## src/rtl/serial9_rx_pkg.sv

```systemverilog
package serial9_rx_pkg;
  typedef enum logic {RX_IDLE, RX_RECV} rx_state_e;

  function automatic logic maj3(input logic a, input logic b, input logic c);
    return (a & b) | (a & c) | (b & c);
  endfunction
endpackage

```

## src/rtl/serial9_rx_sync.sv

```systemverilog
module serial9_rx_sync #(
  parameter int STAGES = 2
) (
  input  logic clk,
  input  logic rst,
  input  logic din,
  output logic dout
);
  logic [STAGES-1:0] chain;

  always_ff @(posedge clk) begin
    if (rst) chain <= '1;
    else     chain <= {chain[STAGES-2:0], din};
  end

  assign dout = chain[STAGES-1];
endmodule

```

## src/rtl/serial9_rx_vote.sv

```systemverilog
module serial9_rx_vote
  import serial9_rx_pkg::*;
#(
  parameter int OVS = 16,
  localparam int CW = $clog2(OVS)
) (
  input  logic          clk,
  input  logic          rst,
  input  logic          tick,
  input  logic [CW-1:0] phase,
  input  logic          din,
  output logic          bit_rdy,
  output logic          bit_val
);
  localparam int MID = OVS / 2;

  logic smp_a, smp_b;

  always_ff @(posedge clk) begin
    if (rst) begin
      smp_a <= 1'b1;
      smp_b <= 1'b1;
    end else if (tick) begin
      if (phase == CW'(MID))     smp_a <= din;
      if (phase == CW'(MID + 1)) smp_b <= din;
    end
  end

  assign bit_rdy = tick && (phase == CW'(MID + 2));
  assign bit_val = maj3(smp_a, smp_b, din);
endmodule

```

## src/rtl/serial9_rx_ctrl.sv

```systemverilog
module serial9_rx_ctrl
  import serial9_rx_pkg::*;
#(
  parameter int OVS    = 16,
  parameter int DATA_W = 8,
  localparam int CW    = $clog2(OVS)
) (
  input  logic              clk,
  input  logic              rst,
  input  logic              tick,
  input  logic              rx_en,
  input  logic              line,
  input  logic              mp_filter,
  input  logic              done_clr,
  input  logic              bit_rdy,
  input  logic              bit_val,
  output logic [CW-1:0]     phase,
  output logic              busy,
  output logic [DATA_W-1:0] data_q,
  output logic              bit9_q,
  output logic              done_q
);
  localparam int NBITS    = DATA_W + 3;
  localparam int IW       = $clog2(NBITS);
  localparam int STOP_IDX = NBITS - 1;

  rx_state_e     state;
  logic [IW-1:0] idx;
  logic          prev;
  logic [DATA_W:0] shreg;
  logic          at_stop, load_now;

  assign at_stop  = (state == RX_RECV) && bit_rdy && (idx == IW'(STOP_IDX));
  assign load_now = rx_en && at_stop && !done_q && (!mp_filter || bit_val);
  assign busy     = (state == RX_RECV);

  always_ff @(posedge clk) begin
    if (rst) begin
      state <= RX_IDLE;
      phase <= '0;
      idx   <= '0;
      prev  <= 1'b1;
      shreg <= '0;
    end else begin
      if (tick) prev <= line;
      if (!rx_en) begin
        state <= RX_IDLE;
      end else if (tick) begin
        case (state)
          RX_IDLE: begin
            if (prev && !line) begin
              state <= RX_RECV;
              phase <= CW'(1);
              idx   <= '0;
            end
          end
          RX_RECV: begin
            phase <= (phase == CW'(OVS - 1)) ? '0 : phase + 1'b1;
            if (phase == CW'(OVS - 1)) idx <= idx + 1'b1;
            if (bit_rdy) begin
              if (idx == '0) begin
                if (bit_val) state <= RX_IDLE;
              end else if (idx == IW'(STOP_IDX)) begin
                state <= RX_IDLE;
              end else begin
                shreg <= {bit_val, shreg[DATA_W:1]};
              end
            end
          end
          default: state <= RX_IDLE;
        endcase
      end
    end
  end

  always_ff @(posedge clk) begin
    if (rst) begin
      data_q <= '0;
      bit9_q <= 1'b0;
      done_q <= 1'b0;
    end else begin
      if (load_now) begin
        data_q <= shreg[DATA_W-1:0];
        bit9_q <= shreg[DATA_W];
        done_q <= 1'b1;
      end else if (done_clr) begin
        done_q <= 1'b0;
      end
    end
  end
endmodule

```

## src/rtl/serial9_rx.sv

```systemverilog
module serial9_rx #(
  parameter int OVS         = 16,
  parameter int DATA_W      = 8,
  parameter int SYNC_STAGES = 2
) (
  input  logic              clk,
  input  logic              rst,
  input  logic              sample_en,
  input  logic              rx_en,
  input  logic              rxd,
  input  logic              mp_filter,
  input  logic              done_clr,
  output logic [DATA_W-1:0] rx_data,
  output logic              rx_bit9,
  output logic              rx_done
);
  localparam int CW = $clog2(OVS);

  logic          line_s;
  logic [CW-1:0] phase;
  logic          bit_rdy, bit_val;
  logic          rx_busy;

  serial9_rx_sync #(.STAGES(SYNC_STAGES)) u_sync (
    .clk(clk), .rst(rst), .din(rxd), .dout(line_s)
  );

  serial9_rx_vote #(.OVS(OVS)) u_vote (
    .clk(clk), .rst(rst), .tick(sample_en), .phase(phase),
    .din(line_s), .bit_rdy(bit_rdy), .bit_val(bit_val)
  );

  serial9_rx_ctrl #(.OVS(OVS), .DATA_W(DATA_W)) u_ctrl (
    .clk(clk), .rst(rst), .tick(sample_en), .rx_en(rx_en), .line(line_s),
    .mp_filter(mp_filter), .done_clr(done_clr), .bit_rdy(bit_rdy),
    .bit_val(bit_val), .phase(phase), .busy(rx_busy), .data_q(rx_data),
    .bit9_q(rx_bit9), .done_q(rx_done)
  );
endmodule

```

## config.mk

```make
export PLATFORM = sky130hd
export DESIGN_NAME = serial9_rx
export DESIGN_NICKNAME = d
export VERILOG_FILES = /design/src/rtl/serial9_rx_pkg.sv /design/src/rtl/serial9_rx_sync.sv /design/src/rtl/serial9_rx_vote.sv /design/src/rtl/serial9_rx_ctrl.sv /design/src/rtl/serial9_rx.sv
export SDC_FILE = /design/constraint.sdc
export NUM_CORES = 1
export LEC_CHECK = 0
export ABC_AREA = 1
export BUFFER_PORTS_ARGS = -buffer_cell sky130_fd_sc_hd__buf_2
export CORE_UTILIZATION = 30
export CTS_CLUSTER_SIZE = 28
export DETAILED_ROUTE_END_ITERATION = 16
export SYNTH_ARGS = -nofsm -noshare
export SYNTH_HDL_FRONTEND = slang
export SYNTH_SLANG_ARGS = --single-unit
```

## constraint.sdc

```tcl
create_clock -name clk -period 1.5 [get_ports clk]
set_input_delay 0 -clock clk [delete_from_list [all_inputs] [get_ports clk]]
set_output_delay 0 -clock clk [all_outputs]
set_load 0.05 [all_outputs]
```

==> run summary, run 1 <==
synthesized area divided by synthesized cell count = 6.812 um^2
H-tree Lvls = 2
number of nets produced by synthesis = 255
post-route total power = 1.606 mW
cell area after synthesis = 1642 um^2
Synth cell types = 21
Top-Level Pins = 17
Vert. Die Dim = 75.97 um
source-to-sink clock delay at the later pin of the worst-skew pair = 0.28 ns
Antenna Cells = 0
post-synthesis cell count = 241
post-route DRC violation count = 0
number of placed instances with taps included = 327
post-detailed-placement cell area = 1818 um^2
Starting Density = 0.3174
CP top delay family = simple AND/OR/NAND/NOR gates
worst path buffer plus inverter count = 2
power density normalized to cell area = 828.8 nW/um^2
final net count = 282
Critical Path End Type = flop
GRT Util Overall = 0.1186
Tightest Hold Check Type = primary input to flop
initial antenna violation count = 0
slew at the pin closest to its max-slew limit = 0.4116 ns
number of clock sinks seen by CTS = 33
detailed-route vias per instance = 4.268
pin count of the biggest net entering global routing = 26
non-filler instance count after layout = 339
DRC violation total after the first TritonRoute iteration = 56
share of post-route cells with drive strength above 1 = 0.1747
number of buffers created by CTS = 5
number of failing hold endpoints at the final stage = 0
die extent in x = 75.97 um
total of endpoints with negative setup slack in the final report = 0
number of pins with negative max-slew slack in the final report = 0
Worst EP required = 1.68 ns
fmax = 0.7225 GHz
cell taking the most area after synthesis = sky130_fd_sc_hd__dfxtp_1
category of the worst setup path launch point = flop
vias in the first global route = 1,266
post-CTS setup repair buffer count = 0
TritonCTS clock tree = yes
GR Overflow Total = 0
final clock skew = 0.004166 ns
root buffer cell = sky130_fd_sc_hd__clkbuf_8
highest fanout seen on the critical path = 5
number of warnings printed during yosys synthesis = 0
gp weighted congestion = 0.7507
number of core rows = 26
count of TritonRoute iterations in the first routing pass = 4
count of input and output buffers = 16
clk slew on worst S/H paths = 0.07 ns
cells along the critical path = inv_2 > ha_1 > nand2_2 > inv_1 > nand3_4 > nor2_2 > nand3_1 > nand2_1 > nor2_1
Post-DRT Antenna Nets = 0
Post-Route WL = 3.176 mm
Die ar. = 5771 um^2
post-layout min period = 1.384 ns
number of synthesized register bits = 33
largest stage delay on the critical path = 0.32 ns
final clock period utilization by the worst path = 0.9227
tightest slew margin relative to the limit = 0.7252
first-pass GRT wire length = 5.595 mm
overall via count from detail_route = 1,447
static leakage = 0.8321 nW
Core Footprint = 5172 um^2
critical path data arrival time = 1.56 ns
share of synthesized area occupied by flip-flops and latches = 0.4024
per-cell routed wire length = 9.369 um
buffer levels on the longest clock path = 2
top cells by area, synth = sky130_fd_sc_hd__dfxtp_1 40%, sky130_fd_sc_hd__nand2_1 12%, sky130_fd_sc_hd__nor2_1 12%
post-layout util = 0.3747
peak supply drop = 0.3455 mV
aggregate negative setup slack = 0 ns
RSZ-0062 raised after global routing = false
fraction of post-synthesis cell area in the top cell type by area = 0.4024
half-perimeter wire length after placement = 2.342 mm
Layout Area Growth over Synthesis = 18.06%
worst-path cell with the longest stage delay = sky130_fd_sc_hd__dfxtp_1
final standard cell area without fillers = 1938 um^2
Worst Setup Path Type = flop to flop
Max Cap Viol = 0
outcome = finished, final reports clean
-- layout by cell type (no fill, tap or decap) --
| master | netlist | routed |
|---|---|---|
| sky130_fd_sc_hd__buf_2 | 2 | 16 |
| sky130_fd_sc_hd__clkbuf_1 | 1 | 1 |
| sky130_fd_sc_hd__nand2_2 | 2 | 3 |
| sky130_fd_sc_hd__or2_2 | 2 | 2 |
| sky130_fd_sc_hd__o21ai_0 | 6 | 6 |
| sky130_fd_sc_hd__inv_1 | 29 | 27 |
| sky130_fd_sc_hd__clkbuf_8 | 0 | 5 |
| sky130_fd_sc_hd__a21oi_1 | 6 | 6 |
| sky130_fd_sc_hd__nand3_1 | 31 | 31 |
| sky130_fd_sc_hd__dfxtp_1 | 33 | 33 |
| sky130_fd_sc_hd__nor3_1 | 2 | 2 |
| sky130_fd_sc_hd__ha_1 | 7 | 7 |
| sky130_fd_sc_hd__nand2_1 | 53 | 52 |
| sky130_fd_sc_hd__nand4_1 | 1 | 1 |
| sky130_fd_sc_hd__o211ai_1 | 1 | 1 |
| sky130_fd_sc_hd__nor2_1 | 53 | 52 |
| sky130_fd_sc_hd__nor2_4 | 4 | 4 |
| sky130_fd_sc_hd__dlygate4sd3_1 | 0 | 2 |
| sky130_fd_sc_hd__buf_4 | 0 | 3 |
| sky130_fd_sc_hd__nand3_4 | 1 | 1 |
| sky130_fd_sc_hd__xnor2_1 | 1 | 1 |
| sky130_fd_sc_hd__clkinv_2 | 0 | 2 |
| sky130_fd_sc_hd__inv_2 | 4 | 6 |
| sky130_fd_sc_hd__a21oi_4 | 1 | 1 |
| sky130_fd_sc_hd__nor2_2 | 1 | 4 |
-- worst register-to-register path, cell delays in order (launching register included) --
cell and delay, ns:
sky130_fd_sc_hd__dfxtp_1 0.32, sky130_fd_sc_hd__inv_2 0.08, sky130_fd_sc_hd__ha_1 0.16, sky130_fd_sc_hd__nand2_2 0.06
sky130_fd_sc_hd__inv_1 0.09, sky130_fd_sc_hd__nand3_4 0.13, sky130_fd_sc_hd__nor2_2 0.23, sky130_fd_sc_hd__nand3_1 0.10
sky130_fd_sc_hd__nand2_1 0.07, sky130_fd_sc_hd__nor2_1 0.04
-- area by class of cell --
type | count | area [um^2]
fill | 570 | 3234
multi-input combinational | 174 | 860.8
sequential | 33 | 660.6
inverter | 33 | 123.9
timing repair buffer | 21 | 122.6
tap | 70 | 87.58
clock buffer | 6 | 72.57
clock inverter | 2 | 10.01
-- cell usage after synthesis (all sizes together) --
library cell and number:
a21oi 7, buf 2, clkbuf 1, dfxtp 33, ha 7, inv 33
nand2 55, nand3 32, nand4 1, nor2 58, nor3 2, o211ai 1
o21ai 6, or2 2, xnor2 1
-- metrics by stage --
stage,setup WS (ns),hold slack (ns)
floorplan,0.2334,0.1038
global placement,0.1297,0.1899
detailed placement,0.1135,0.1954
CTS,0.09116,0.005108
global route,0.01089,0.02755
finish,0.1160,0.003041
-- where the power goes --
part	switching (mW)	total [mW]	internal (mW)
clock	0.321	0.642	0.321
sequential	0.00322	0.885	0.882
combinational	0.0523	0.0795	0.0272
-- kinds of logic (layout without fill, tap and decap cells) --
family,after synthesis,count (layout),share of synthesized area
flip-flops,33,33,0.4024
AO/OA/AOI/OAI,14,14,0.05107
adder cells (fa/ha/maj),7,7,0.05335
buffers and inverters,36,62,0.08383
AND/OR/NAND/NOR,150,152,0.4040
XOR/XNOR,1,1,0.005336
-- what timing repair did --
| item | 4_1_cts | 5_1_grt |
|---|---|---|
| gates resized for setup | 0 | 4 |
| hold buffers | 2 | 0 |
| endpoints found under the setup margin | 0 | 13 |
| hold endpoints to repair | 2 | 0 |
-- flip-flops by register name, summed over array words and instances, names as in the netlist --
name           cells
u_ctrl.shreg       9
u_ctrl.data_q      8
u_ctrl.idx         4
u_ctrl.phase       4
u_sync.chain       2
u_ctrl.bit9_q      1
u_ctrl.busy        1
u_ctrl.done_q      1
u_ctrl.prev        1
u_vote.smp_a       1
u_vote.smp_b       1
-- worst paths after layout --
path,startpoint,depth (start not counted),slack (ns),to
max reg2reg,u_ctrl.phase[0],9,0.12,u_ctrl.shreg[4]
min,rst,2,0.003,u_ctrl.phase[0]
min reg2reg,u_sync.chain[0],1,0.41,u_sync.chain[1]
max,u_ctrl.phase[0],9,0.12,u_ctrl.shreg[4]
-- metal layers --
layer,part of all wire,track usage,wire length (um)
met5,0,0,0
met4,0.020,0.05769,62
met3,0.021,0.02515,68
met2,0.43,0.1764,1350
met1,0.53,0.1625,1694
Power figures use the tool's default switching activity.
==> run 2, diff against run 1 <==
--- a/config.mk
+++ b/config.mk
@@ -7,9 +7,13 @@
 export LEC_CHECK = 0
 export ABC_AREA = 1
 export BUFFER_PORTS_ARGS = -buffer_cell sky130_fd_sc_hd__buf_2
-export CORE_UTILIZATION = 30
+export CELL_PAD_IN_SITES_DETAIL_PLACEMENT = 0
+export CELL_PAD_IN_SITES_GLOBAL_PLACEMENT = 1
+export CORE_UTILIZATION = 41
 export CTS_CLUSTER_SIZE = 28
 export DETAILED_ROUTE_END_ITERATION = 16
+export PLACE_DENSITY_LB_ADDON = 0.1
+export REMOVE_ABC_BUFFERS = 1
 export SYNTH_ARGS = -nofsm -noshare
 export SYNTH_HDL_FRONTEND = slang
 export SYNTH_SLANG_ARGS = --single-unit
==> run summary, run 2 (synthesis gave the netlist of run 1 again) <==
static leakage = 0.8515 nW
fmax = 0.7211 GHz
final clock skew = 0.004469 ns
source-to-sink clock delay at the later pin of the worst-skew pair = 0.28 ns
number of buffers created by CTS = 5
critical path data arrival time = 1.57 ns
Antenna Cells = 0
post-route DRC violation count = 0
post-route total power = 1.835 mW
Vert. Die Dim = 65.28 um
number of clock sinks seen by CTS = 33
cell repeated most along the worst path = sky130_fd_sc_hd__inv_2
root buffer cell = sky130_fd_sc_hd__clkbuf_8
per-cell routed wire length = 11.46 um
highest-count cells in the layout ignoring fill and taps = 53 x sky130_fd_sc_hd__nor2_1, 49 x sky130_fd_sc_hd__nand2_1, 33 x sky130_fd_sc_hd__dfxtp_1
DRC violation total after the first TritonRoute iteration = 97
final clock period utilization by the worst path = 0.9245
flip-flop count of the largest register, all copies and words added = 9
vias in the first global route = 1,219
pin count of the biggest net entering global routing = 26
gp weighted congestion = 0.8084
final net count = 285
tightest slew margin relative to the limit = 0.7272
Worst EP required = 1.68 ns
buffer levels on the longest clock path = 2
half-perimeter wire length after placement = 2.492 mm
largest registers = u_ctrl.shreg x9, u_ctrl.data_q x8
Top-Level Pins = 17
total of endpoints with negative setup slack in the final report = 0
count of input and output buffers = 16
aggregate negative setup slack = 0 ns
largest stage delay on the critical path = 0.32 ns
Post-Route WL = 3.666 mm
Layout Area Growth over Synthesis = 21.19%
number of core rows = 22
highest fanout seen on the critical path = 5
initial antenna violation count = 0
Die ar. = 4261 um^2
peak supply drop = 0.4562 mV
power density normalized to cell area = 922.1 nW/um^2
first-pass GRT wire length = 5.706 mm
number of failing hold endpoints at the final stage = 0
Tightest Hold Check Type = primary input to flop
die extent in x = 65.28 um
post-CTS setup repair buffer count = 0
most flop-heavy register = u_ctrl.shreg
slew at the pin closest to its max-slew limit = 0.4087 ns
count of TritonRoute iterations in the first routing pass = 4
cells along the critical path = inv_2 > ha_2 > nand2_2 > inv_2 > nand3_4 > nor2_4 > nand3_1 > nand2_1 > nor2_1
Post-DRT Antenna Nets = 0
detailed-route vias per instance = 4.697
category of the worst setup path launch point = flop
Worst Setup Path Type = flop to flop
overall via count from detail_route = 1,503
GRT Util Overall = 0.1795
TritonCTS clock tree = yes
worst-path cell with the longest stage delay = sky130_fd_sc_hd__dfxtp_1
internal reg-to-reg setup slack = 0.11 ns
GR Overflow Total = 0
post-layout min period = 1.387 ns
clk slew on worst S/H paths = 0.07 ns
share of post-route cells with drive strength above 1 = 0.1985
Max Cap Viol = 0
outcome = finished, final reports clean
number of fill cells in the layout = 405
leading cell type in the layout, fill and taps excluded = sky130_fd_sc_hd__nor2_1
number of pins with negative max-slew slack in the final report = 0
RSZ-0062 raised after global routing = false
H-tree Lvls = 2
Starting Density = 0.4385
Critical Path End Type = flop
Core Footprint = 3744 um^2
-- run 2: final timing paths --
kind | start | end | depth (start not counted)
worst max-delay path | u_ctrl.phase[0] | u_ctrl.data_q[2] | 9
worst min-delay path | rx_en | u_ctrl.busy | 3
worst max register to register | u_ctrl.phase[0] | u_ctrl.data_q[2] | 9
worst min register to register | u_sync.chain[0] | u_sync.chain[1] | 1
-- run 2: routing by layer --
metal / GRT usage / vias up / routed length, um
met5: 0 / - / 0
met4: 0.06522 / 0 / 56
met3: 0.05903 / 6 / 140
met2: 0.2345 / 28 / 1400
met1: 0.2665 / 653 / 2069
li1: - / 816 / -
-- run 2: power by group --
part / switching [mW] / total (mW) / internal [mW]
logic: 0.0551 / 0.0825 / 0.0274
clock network: 0.325 / 0.867 / 0.541
registers: 0.00354 / 0.885 / 0.882
total: 0.384 / 1.83 / 1.45
-- run 2: timing repair --
| item | CTS | global route |
|---|---|---|
| hold endpoints to repair | 2 | 0 |
| endpoints found under the setup margin | 0 | 14 |
| resized for setup | 0 | 12 |
| hold buffers | 2 | 0 |
-- run 2: critical path: cells and delay by family, from the launching register on --
kind | cells | cell delay, ns
adder cells (fa/ha/maj) | 1 | 0.17
buffers and inverters | 2 | 0.16
flip-flops | 1 | 0.32
AND/OR/NAND/NOR | 6 | 0.62
-- run 2: per-stage QoR --
stage | worst slack, ns | std cells | cell area (um^2) | hold slack (ns) | util
finish | 0.1132 | 320 | 1989 | 0.01384 | 0.5314
global route | 0.01620 | 320 | 1989 | 0.01596 | 0.5314
CTS | 0.1037 | 316 | 1934 | 0.001419 | 0.5167
detailed placement | 0.1173 | 306 | 1798 | 0.2021 | 0.4803
global placement | 0.1147 | 306 | 1798 | 0.1859 | 0.4803
floorplan | 0.2306 | 238 | 1628 | 0.06907 | -
-- run 2: cell type report --
cell class	instances	area [um^2]	share of cell area
Multi-Input combinational cell	176	895.9	0.4503
Inverter	33	126.4	0.06352
Sequential cell	33	660.6	0.3321
Timing Repair Buffer	22	130.1	0.06541
Tap cell	48	60.06	0.03019
Clock buffer	7	86.33	0.04340
Clock inverter	1	30.03	0.01509
